--- config.mk ---
export PLATFORM = sky130hd
export DESIGN_NAME = fdiv_top
export DESIGN_NICKNAME = d
export VERILOG_FILES = /design/src/rtl/fdiv_pkg.sv /design/src/rtl/fdiv_regs.sv /design/src/rtl/fdiv_seq.sv /design/src/rtl/fdiv_cnt.sv /design/src/rtl/fdiv_top.sv
export SDC_FILE = /design/constraint.sdc
export NUM_CORES = 1
export LEC_CHECK = 0
export CORE_AREA = 4 4 117 142
export CTS_CLUSTER_DIAMETER = 200
export DETAILED_ROUTE_END_ITERATION = 6
export DIE_AREA = 0 0 121 146
export PLACE_DENSITY = 0.59
export SYNTH_ARGS = -nofsm -noshare
export SYNTH_HDL_FRONTEND = slang
export SYNTH_HIERARCHICAL = 1
export SYNTH_SLANG_ARGS = --single-unit
--- constraint.sdc ---
create_clock -name clk_i -period 3.81 [get_ports clk_i]
set_clock_uncertainty 0.15 [all_clocks]
set_input_delay 0.762 -clock clk_i [delete_from_list [all_inputs] [get_ports clk_i]]
set_output_delay 0.762 -clock clk_i [all_outputs]
set_load 0.02 [all_outputs]
--- src/rtl/fdiv_pkg.sv ---
package fdiv_pkg;
  localparam int FW        = 12;
  localparam int WORDS     = 2;
  localparam int WW        = 32;
  localparam int LO_LSB    = 0;
  localparam int HI_LSB    = 12;
  localparam int DUAL_BIT  = 28;
  localparam int OGATE_BIT = 30;
  localparam int IGATE_BIT = 31;
  localparam int BYP_BIT   = 24;

  typedef logic [FW-1:0] fval_t;

  typedef enum logic {SEG_A, SEG_B} seg_e;

  typedef struct packed {
    logic  in_en;
    logic  out_en;
    logic  dual;
    logic  bypass;
    fval_t n1;
    fval_t n2;
    fval_t m1;
    fval_t m2;
  } fcfg_t;

  function automatic fcfg_t unpack_cfg(input logic [WW-1:0] wa, input logic [WW-1:0] wb);
    fcfg_t c;
    c.n1     = wa[LO_LSB +: FW];
    c.n2     = wa[HI_LSB +: FW];
    c.dual   = wa[DUAL_BIT];
    c.out_en = wa[OGATE_BIT];
    c.in_en  = wa[IGATE_BIT];
    c.m1     = wb[LO_LSB +: FW];
    c.m2     = wb[HI_LSB +: FW];
    c.bypass = wb[BYP_BIT];
    return c;
  endfunction

  function automatic fval_t at_least_one(input fval_t v);
    return (v == '0) ? fval_t'(1) : v;
  endfunction
endpackage

--- src/rtl/fdiv_regs.sv ---
module fdiv_regs
  import fdiv_pkg::*;
#(
  parameter logic [WW-1:0] RST_A = '0,
  parameter logic [WW-1:0] RST_B = '0
) (
  input  logic          clk_i,
  input  logic          rst_ni,
  input  logic          wr_en_i,
  input  logic          wr_sel_i,
  input  logic [WW-1:0] wr_data_i,
  output fcfg_t         cfg_o
);
  logic [WW-1:0] word_q [WORDS];

  for (genvar g = 0; g < WORDS; g++) begin : g_word
    localparam logic [WW-1:0] RV = (g == 0) ? RST_A : RST_B;
    always_ff @(posedge clk_i or negedge rst_ni) begin
      if (!rst_ni)                               word_q[g] <= RV;
      else if (wr_en_i && (wr_sel_i == 1'(g)))   word_q[g] <= wr_data_i;
    end
  end

  assign cfg_o = unpack_cfg(word_q[0], word_q[1]);
endmodule

--- src/rtl/fdiv_seq.sv ---
module fdiv_seq
  import fdiv_pkg::*;
#(
  parameter logic  RST_DUAL = 1'b0,
  parameter fval_t RST_M1   = fval_t'(1)
) (
  input  logic  clk_i,
  input  logic  rst_ni,
  input  logic  adv_i,
  input  fcfg_t cfg_i,
  output fval_t n_next_o
);
  seg_e  seg_q, seg_d;
  fval_t rep_q, rep_d;
  fval_t mcur_q, mcur_d;
  logic  dual_q, dual_d;
  fval_t n1e, n2e, m1e, m2e;

  assign n1e = at_least_one(cfg_i.n1);
  assign n2e = at_least_one(cfg_i.n2);
  assign m1e = at_least_one(cfg_i.m1);
  assign m2e = at_least_one(cfg_i.m2);

  always_comb begin
    seg_d    = seg_q;
    rep_d    = rep_q;
    mcur_d   = mcur_q;
    dual_d   = dual_q;
    n_next_o = n1e;
    if (!cfg_i.dual) begin
      seg_d  = SEG_A;
      rep_d  = '0;
      dual_d = 1'b0;
      mcur_d = m1e;
    end else if (!dual_q) begin
      seg_d  = SEG_A;
      rep_d  = '0;
      dual_d = 1'b1;
      mcur_d = m1e;
    end else if (rep_q == mcur_q - fval_t'(1)) begin
      rep_d = '0;
      if (seg_q == SEG_A) begin
        seg_d    = SEG_B;
        mcur_d   = m2e;
        n_next_o = n2e;
      end else begin
        seg_d    = SEG_A;
        mcur_d   = m1e;
        n_next_o = n1e;
      end
    end else begin
      rep_d    = rep_q + fval_t'(1);
      n_next_o = (seg_q == SEG_B) ? n2e : n1e;
    end
  end

  always_ff @(posedge clk_i or negedge rst_ni) begin
    if (!rst_ni) begin
      seg_q  <= SEG_A;
      rep_q  <= '0;
      mcur_q <= at_least_one(RST_M1);
      dual_q <= RST_DUAL;
    end else if (adv_i) begin
      seg_q  <= seg_d;
      rep_q  <= rep_d;
      mcur_q <= mcur_d;
      dual_q <= dual_d;
    end
  end
endmodule

--- src/rtl/fdiv_cnt.sv ---
module fdiv_cnt
  import fdiv_pkg::*;
#(
  parameter fval_t RST_N = fval_t'(1)
) (
  input  logic  clk_i,
  input  logic  rst_ni,
  input  logic  en_i,
  input  fval_t n_next_i,
  output fval_t cnt_o,
  output fval_t ncur_o,
  output logic  wrap_o,
  output logic  hi_o
);
  fval_t cnt_q, ncur_q;
  logic  last;

  assign last   = (cnt_q == ncur_q - fval_t'(1));
  assign wrap_o = en_i && last;
  assign hi_o   = (cnt_q < (ncur_q >> 1));
  assign cnt_o  = cnt_q;
  assign ncur_o = ncur_q;

  always_ff @(posedge clk_i or negedge rst_ni) begin
    if (!rst_ni) begin
      cnt_q  <= '0;
      ncur_q <= at_least_one(RST_N);
    end else if (en_i) begin
      if (last) begin
        cnt_q  <= '0;
        ncur_q <= n_next_i;
      end else begin
        cnt_q  <= cnt_q + fval_t'(1);
      end
    end
  end
endmodule

--- src/rtl/fdiv_top.sv ---
module fdiv_top
  import fdiv_pkg::*;
#(
  parameter logic [31:0] RST_CTL0 = {1'b1, 1'b1, 1'b0, 1'b1, 4'b0, 12'd732, 12'd733},
  parameter logic [31:0] RST_CTL1 = {7'b0, 1'b0, 12'd11, 12'd8}
) (
  input  logic        clk_i,
  input  logic        rst_ni,
  input  logic        wr_en_i,
  input  logic        wr_sel_i,
  input  logic [31:0] wr_data_i,
  output logic        pulse_o,
  output logic        wave_o
);
  localparam fcfg_t RST_CFG = unpack_cfg(RST_CTL0, RST_CTL1);

  fcfg_t cfg;
  fval_t n_next, cnt_q, ncur_q;
  logic  wrap, hi;

  fdiv_regs #(.RST_A(RST_CTL0), .RST_B(RST_CTL1)) u_regs (
    .clk_i(clk_i), .rst_ni(rst_ni), .wr_en_i(wr_en_i), .wr_sel_i(wr_sel_i),
    .wr_data_i(wr_data_i), .cfg_o(cfg)
  );

  fdiv_seq #(.RST_DUAL(RST_CFG.dual), .RST_M1(RST_CFG.m1)) u_seq (
    .clk_i(clk_i), .rst_ni(rst_ni), .adv_i(wrap), .cfg_i(cfg), .n_next_o(n_next)
  );

  fdiv_cnt #(.RST_N(RST_CFG.n1)) u_cnt (
    .clk_i(clk_i), .rst_ni(rst_ni), .en_i(cfg.in_en), .n_next_i(n_next),
    .cnt_o(cnt_q), .ncur_o(ncur_q), .wrap_o(wrap), .hi_o(hi)
  );

  assign pulse_o = cfg.out_en && cfg.in_en && (cfg.bypass || (cnt_q == '0));
  assign wave_o  = cfg.out_en && (cfg.bypass ? cfg.in_en : hi);
endmodule

Yosys cells after proc, flatten, opt, wreduce, memory -nomap -nowiden

Cells that the tools add are included.

Memory bits (read-only): 0
Memories kept: 0
Bits in registers: 107
Bits in latches: 0
Bits of input ports: 36
RAM bits: 0

Multipliers: 0
Add/sub/neg operators: 4
Bitwise gates (word level): 1
Reduce and logical (&&, ||, !) cells: 14
Eq/ne operators: 3
$lt $le $gt $ge: 1
Divide/modulo/power cells: 0
Shift-type cells: 0
Multiplexer cells: 23

Operator list:

| operator              | count |
|---|---|
| $mux 12               | 17 |
| $logic_not 12->1      | 5 |
| $add 12x1->12 const B | 2 |
| $eq 12x12->1          | 2 |
| $sub 12x1->12 const B | 2 |
| $lt 12x11->1          | 1 |
| $logic_and 1x1->1     | 6 |
| $mux 1                | 6 |
| $reduce_and 2->1      | 2 |
| $ne 3x3->1 const B    | 1 |
| $logic_or 1x1->1      | 1 |
| $not 1->1             | 1 |

Depth between registers and ports, before layout

Depth in word-level cells: 6
Gate-level depth with buffers: 15
Gate-level depth less buffers: 13

Hierarchy

Netlist, hierarchy kept.

Modules (own cells, without submodules):

| module    | times used | area an instance (sq um) | seq. area each (sq um) | cells an instance |
|---|---|---|---|---|
| fdiv_seq  | 1          | 2094.5                   | 653.1                  | 230 |
| fdiv_regs | 1          | 2070.7                   | 1326.3                 | 111 |
| fdiv_cnt  | 1          | 1771.7                   | 609.3                  | 191 |
| fdiv_top  | 1          | 55.1                     | 0.0                    | 8 |

Worst setup path after synthesis

OpenSTA, ideal clock, no wires.

Kind: reg-to-output
Start: register u_cnt.ncur_q[6], in the netlist u_cnt/ncur_o[6]
End: output port wave_o
Arrival: 2.395 ns
Slack: 0.503 ns
Data required time: 2.898 ns
Cell stages (with the launch flop): 12
Cells stage by stage: dfstp_2 > clkbuf_1 > inv_1 > ha_1 > a21o_1 > a21o_1 > a21oi_1 > o21ai_0 > a211oi_1 > o21a_1 > mux2i_1 > nor2b_1

Longest elaborated chain between the ends: 3

RTL lines:

| element                | RTL line       | RTL |
|---|---|---|
| start, declared        | fdiv_cnt.sv:15 | `fval_t cnt_q, ncur_q;` |
| start signal, assigned | fdiv_cnt.sv:27 | `ncur_q <= at_least_one(RST_N);` |
| start signal, assigned | fdiv_cnt.sv:31 | `ncur_q <= n_next_i;` |
| $lt 12x11->1           | fdiv_cnt.sv:20 | `assign hi_o = (cnt_q < (ncur_q >> 1));` |
| named net hi           | fdiv_top.sv:19 | `logic wrap, hi;` |
| $mux 1                 | fdiv_top.sv:36 | `assign wave_o = cfg.out_en && (cfg.bypass ? cfg.in_en : hi);` |
| $logic_and 1x1->1      | fdiv_top.sv:36 |  |
| end, declared          | fdiv_top.sv:13 | `output logic wave_o` |

The timed path passes the listed nets, and every way through them passes these cells.

Worst setup path after layout

Ends and elaborated chain as after synthesis.

==> impl_summary.log <==
INFO  metric status = finished, final reports clean
INFO  metric final_core_utilization = 44.8%
INFO  metric crit_path_start = u_cnt/ncur_o[6]
INFO  metric final.period_utilization = 92.1%
INFO  metric worst_ep_arrival_time = 2600 ps
INFO  metric rows = 50
INFO  metric crit_slowest_cell = sky130_fd_sc_hd__dfstp_2
INFO  metric buffer_ports.inserted = 33
INFO  metric syn-cell-area = 0.00599 mm2
INFO  metric combinational_family_with_the_most_area_after_synthesis = multiplexers
INFO  metric antenna_violations_before_repair = 0
INFO  metric power.density = 414 mW/mm2
INFO  metric vias = 4150
INFO  metric drive_above_1_share = 26.4%
INFO  metric r2r.worst_path.cells = 11
INFO  metric synth_cells = 540
INFO  metric power.switching = 810 uW
INFO  metric drv_cap = 0
INFO  metric synth_xor_xnor_area_share = 5.55%
INFO  metric finalMaxSlewViolations = 0
INFO  metric crit_required = 2900 ps
INFO  metric final_period_minus_worst_setup_slack = 3510 ps
INFO  metric timing.critical_path.slowest_cell_delay = 530 ps
INFO  metric vias_per_cell = 5.27
INFO  metric rr_startpoint = u_seq/mcur_q[1]
INFO  metric initial_core_util = 39.1%
INFO  metric drt-wirelength-per-cell = 17.4 um
INFO  metric floorplan.die.width = 121 um
INFO  metric postCtsSetupBuffers = 0
INFO  metric power_frac_comb = 18.8%
INFO  metric finalSetupViolCount = 0
INFO  metric clock_tree.root_cell = sky130_fd_sc_hd__clkbuf_16
INFO  metric cts_tree = built
INFO  metric setup.worst_path.start_class = flip-flop
INFO  metric post_synth.cell_area_avg = 11.1 um2
INFO  metric asyncSetResetFlopFracSynth = 100%
INFO  metric grt_setup_unrepaired = no
INFO  metric post_synthesis_adder_cell_area_fraction = 2.92%
INFO  metric multiInputGateArea = 0.00314 mm2
INFO  metric drc = 0
INFO  metric dp.final_hpwl = 9.97 mm
INFO  metric grtUsageTotal = 16.2%
INFO  metric cell_type_with_the_highest_aggregate_area_in_the_netlist = sky130_fd_sc_hd__dfrtp_1
INFO  metric hold_viol = 0
INFO  metric first_pass_grt_wire_length = 22.6 mm
INFO  metric worst-path-stages = 11
INFO  metric crit_path_max_fanout = 3
INFO  metric post_synth_and_or_nand_nor_area_fraction = 15.4%
INFO  metric clock.fmax = 285 MHz
INFO  metric worstSkewPairLatency = 360 ps
INFO  metric h-tree-depth = 3
INFO  metric synth.net_count = 590
INFO  metric placement.setup.worst_slack = 247 ps
INFO  metric grt_max_degree = 103
INFO  metric first_global_vias = 4301
INFO  metric synth.lib_cells_used.distinct = 71
INFO  metric routed_wl = 13.7 mm
INFO  metric synth-compound-area-share = 9.08%
INFO  metric grt.overflow.total = 0
INFO  metric synth_top_cell_area_share = 30.5%
INFO  metric gp_congestion = 0.859
INFO  metric ant_nets = 0
INFO  metric final_nets = 625
INFO  metric clk_pin_slew_worst_paths = 70 ps
INFO  metric die_h = 146 um
INFO  metric post-route-worst-setup-slack = 303 ps
INFO  metric worst_slew_pin_slew = 1020 ps
INFO  metric ys.warnings.count = 6
INFO  metric power.static_leakage = 2.90 nW
INFO  metric design.die.area = 0.0177 mm2
INFO  metric leading_cell_type_by_number_of_instances_after_synthesis = sky130_fd_sc_hd__dfrtp_1
INFO  metric cts_sinks = 102
INFO  metric critical_path_class = reg2out
INFO  metric total_power = 2.84 mW
INFO  metric switching_share_of_total_power = 28.5%
INFO  metric drtIter0Drc = 218
INFO  metric hold_buffers = 0
INFO  metric setup_total_negative_slack = 0 ps
INFO  metric post_synth_most_frequent_cells = 73 x sky130_fd_sc_hd__dfrtp_1, 47 x sky130_fd_sc_hd__nand2_1, 39 x sky130_fd_sc_hd__mux2_2
INFO  metric worst_hold_path_type = in2async
INFO  metric vdd_ir_drop_max = 0.000248 V
INFO  metric crit_chain = inv_1, ha_1, a21o_1, a21o_1, a21oi_1, o21ai_0, a211oi_1, o21a_1, mux2i_1, nor2b_1, clkbuf_2
INFO  metric cpLargestDelayFamily = compound AO/OA/AOI/OAI gates
INFO  metric antenna-diode-count = 0
INFO  metric ys_seq_elements = 102
INFO  metric synth.area.top_cells = sky130_fd_sc_hd__dfrtp_1 30%, sky130_fd_sc_hd__dfstp_2 13%, sky130_fd_sc_hd__mux2_2 7.3%, sky130_fd_sc_hd__mux2_4 7.3%, sky130_fd_sc_hd__mux2_1 3.8%
INFO  metric cp-end-kind = output port
INFO  metric numCtsBuffers = 9
INFO  metric clock_path_buffers = 2
INFO  metric pin_count = 38
INFO  metric synth.area.mux_share = 19.4%
INFO  metric synth_edf_count = 0
INFO  metric area_growth = 14.6%
INFO  metric coreArea = 0.0153 mm2
INFO  metric final-seq-area = 0.00259 mm2
INFO  metric power_report.internal_total = 2.03 mW
INFO  metric slew-limit-headroom = 31.8%
INFO  metric critical_path_buf_inv_count = 2
INFO  metric dominantRegCellSynth = sky130_fd_sc_hd__dfrtp_1
INFO  metric crit_path_most_repeated_cell = sky130_fd_sc_hd__a21o_1
INFO  metric dr.pass1.iters = 4
INFO  metric part_of_the_power_in_registers = 46.8%
INFO  metric seq_area_frac_synth = 43.2%
INFO  metric fillCellCount = 1454
INFO  metric clockPowerShare = 34.4%
[state kept, by name, summed over array words and instances, names as in the netlist]
signal and flops:
u_cnt/cnt_o 12, u_cnt/ncur_o 12, u_regs/cfg_o 52, u_seq/dual_q 1, u_seq/mcur_q 12, u_seq/rep_q 12
u_seq/seg_q 1
[worst register-to-register path: stages (launching register included)]
cell and delay, ps:
sky130_fd_sc_hd__dfrtp_1 410, sky130_fd_sc_hd__inv_1 90, sky130_fd_sc_hd__ha_1 250, sky130_fd_sc_hd__or4b_4 530, sky130_fd_sc_hd__or4_4 540, sky130_fd_sc_hd__o211ai_2 80
sky130_fd_sc_hd__a31o_2 150, sky130_fd_sc_hd__o2111ai_1 140, sky130_fd_sc_hd__a21oi_2 220, sky130_fd_sc_hd__buf_12 180, sky130_fd_sc_hd__mux2_2 370, sky130_fd_sc_hd__mux2_1 300
[logic make-up (layout without fill, tap and decap cells)]
logic type               count (synthesis)  in the layout
AND/OR/NAND/NOR                        167            167
multiplexers                            94             94
AO/OA/AOI/OAI                           73             73
buffers and inverters                   52             92
flip-flops                             102            102
XOR/XNOR                                38             38
adder cells (fa/ha/maj)                 14             14
[through the flow]
step | area, um2 | hold slack (ps) | instances
3_5_place_dp | 6560 | 365 | 772
6_report | 6870 | 310 | 788
4_1_cts | 6870 | 337 | 788
2_1_floorplan | 5990 | 316 | 540
3_3_place_gp | 6560 | 348 | 772
5_1_grt | 6870 | 361 | 788
[final cells by class]
| class | instances | area share, % |
|---|---|---|
| Clock inverter | 7 | 1.33 |
| Inverter | 28 | 1.53 |
| Tap cell | 208 | 3.79 |
| Sequential cell | 102 | 37.7 |
| Clock buffer | 9 | 3.28 |
| Multi-Input combinational cell | 386 | 45.7 |
| Timing Repair Buffer | 48 | 6.71 |
[cells in the final DEF (no fill, tap or decap), types with 8 or more instances in the layout]
cell / instances
sky130_fd_sc_hd__nor2_1: 29
sky130_fd_sc_hd__nand4_1: 9
sky130_fd_sc_hd__inv_1: 28
sky130_fd_sc_hd__o21ai_0: 10
sky130_fd_sc_hd__nand3_1: 10
sky130_fd_sc_hd__buf_4: 14
sky130_fd_sc_hd__nor4_1: 11
sky130_fd_sc_hd__xnor2_1: 24
sky130_fd_sc_hd__ha_1: 14
sky130_fd_sc_hd__nand2_1: 47
sky130_fd_sc_hd__mux2_2: 39
sky130_fd_sc_hd__dfrtp_1: 73
sky130_fd_sc_hd__clkbuf_16: 9
sky130_fd_sc_hd__dfstp_2: 29
sky130_fd_sc_hd__mux2_4: 29
sky130_fd_sc_hd__a31oi_1: 8
sky130_fd_sc_hd__xor2_1: 14
sky130_fd_sc_hd__mux2_1: 20
sky130_fd_sc_hd__clkdlybuf4s50_1: 31
sky130_fd_sc_hd__nor3_1: 15
[power by group through the flow]
stage / Sequential [mW] / Clock [mW] / Combinational, mW
global route: 1.35 / 1.05 / 0.589
global placement: 1.35 / 0 / 0.524
CTS: 1.33 / 1.01 / 0.539
floorplan: 1.32 / 0 / 0.353
detailed placement: 1.35 / 0 / 0.538
finish: 1.33 / 0.978 / 0.534
[worst paths after layout]
path / to / slack, ps
setup / recovery: wave_o / 300
hold / removal: u_seq/rep_q[3] / 310
setup reg to reg: u_cnt/ncur_o[11] / 300
hold reg to reg: u_seq/mcur_q[11] / 380
max in group asynchronous: u_regs/cfg_o[48] / 2780
min in group clk_i: u_seq/mcur_q[11] / 380
[layer usage]
layer / up-vias / share of wire (%) / global-route usage (%)
li1: 2007 / - / -
met1: 2046 / 46 / 21.1
met2: 73 / 49 / 26.5
met3: 24 / 2.6 / 2.18
met4: 0 / 2.7 / 7.37
met5: - / 0 / 0
[what timing repair did]
item,4_1_cts,5_1_grt
gates resized for setup,1,2
cloned,0,0
endpoints found under the setup margin,1,1
(Power assumes the default switching activity.)
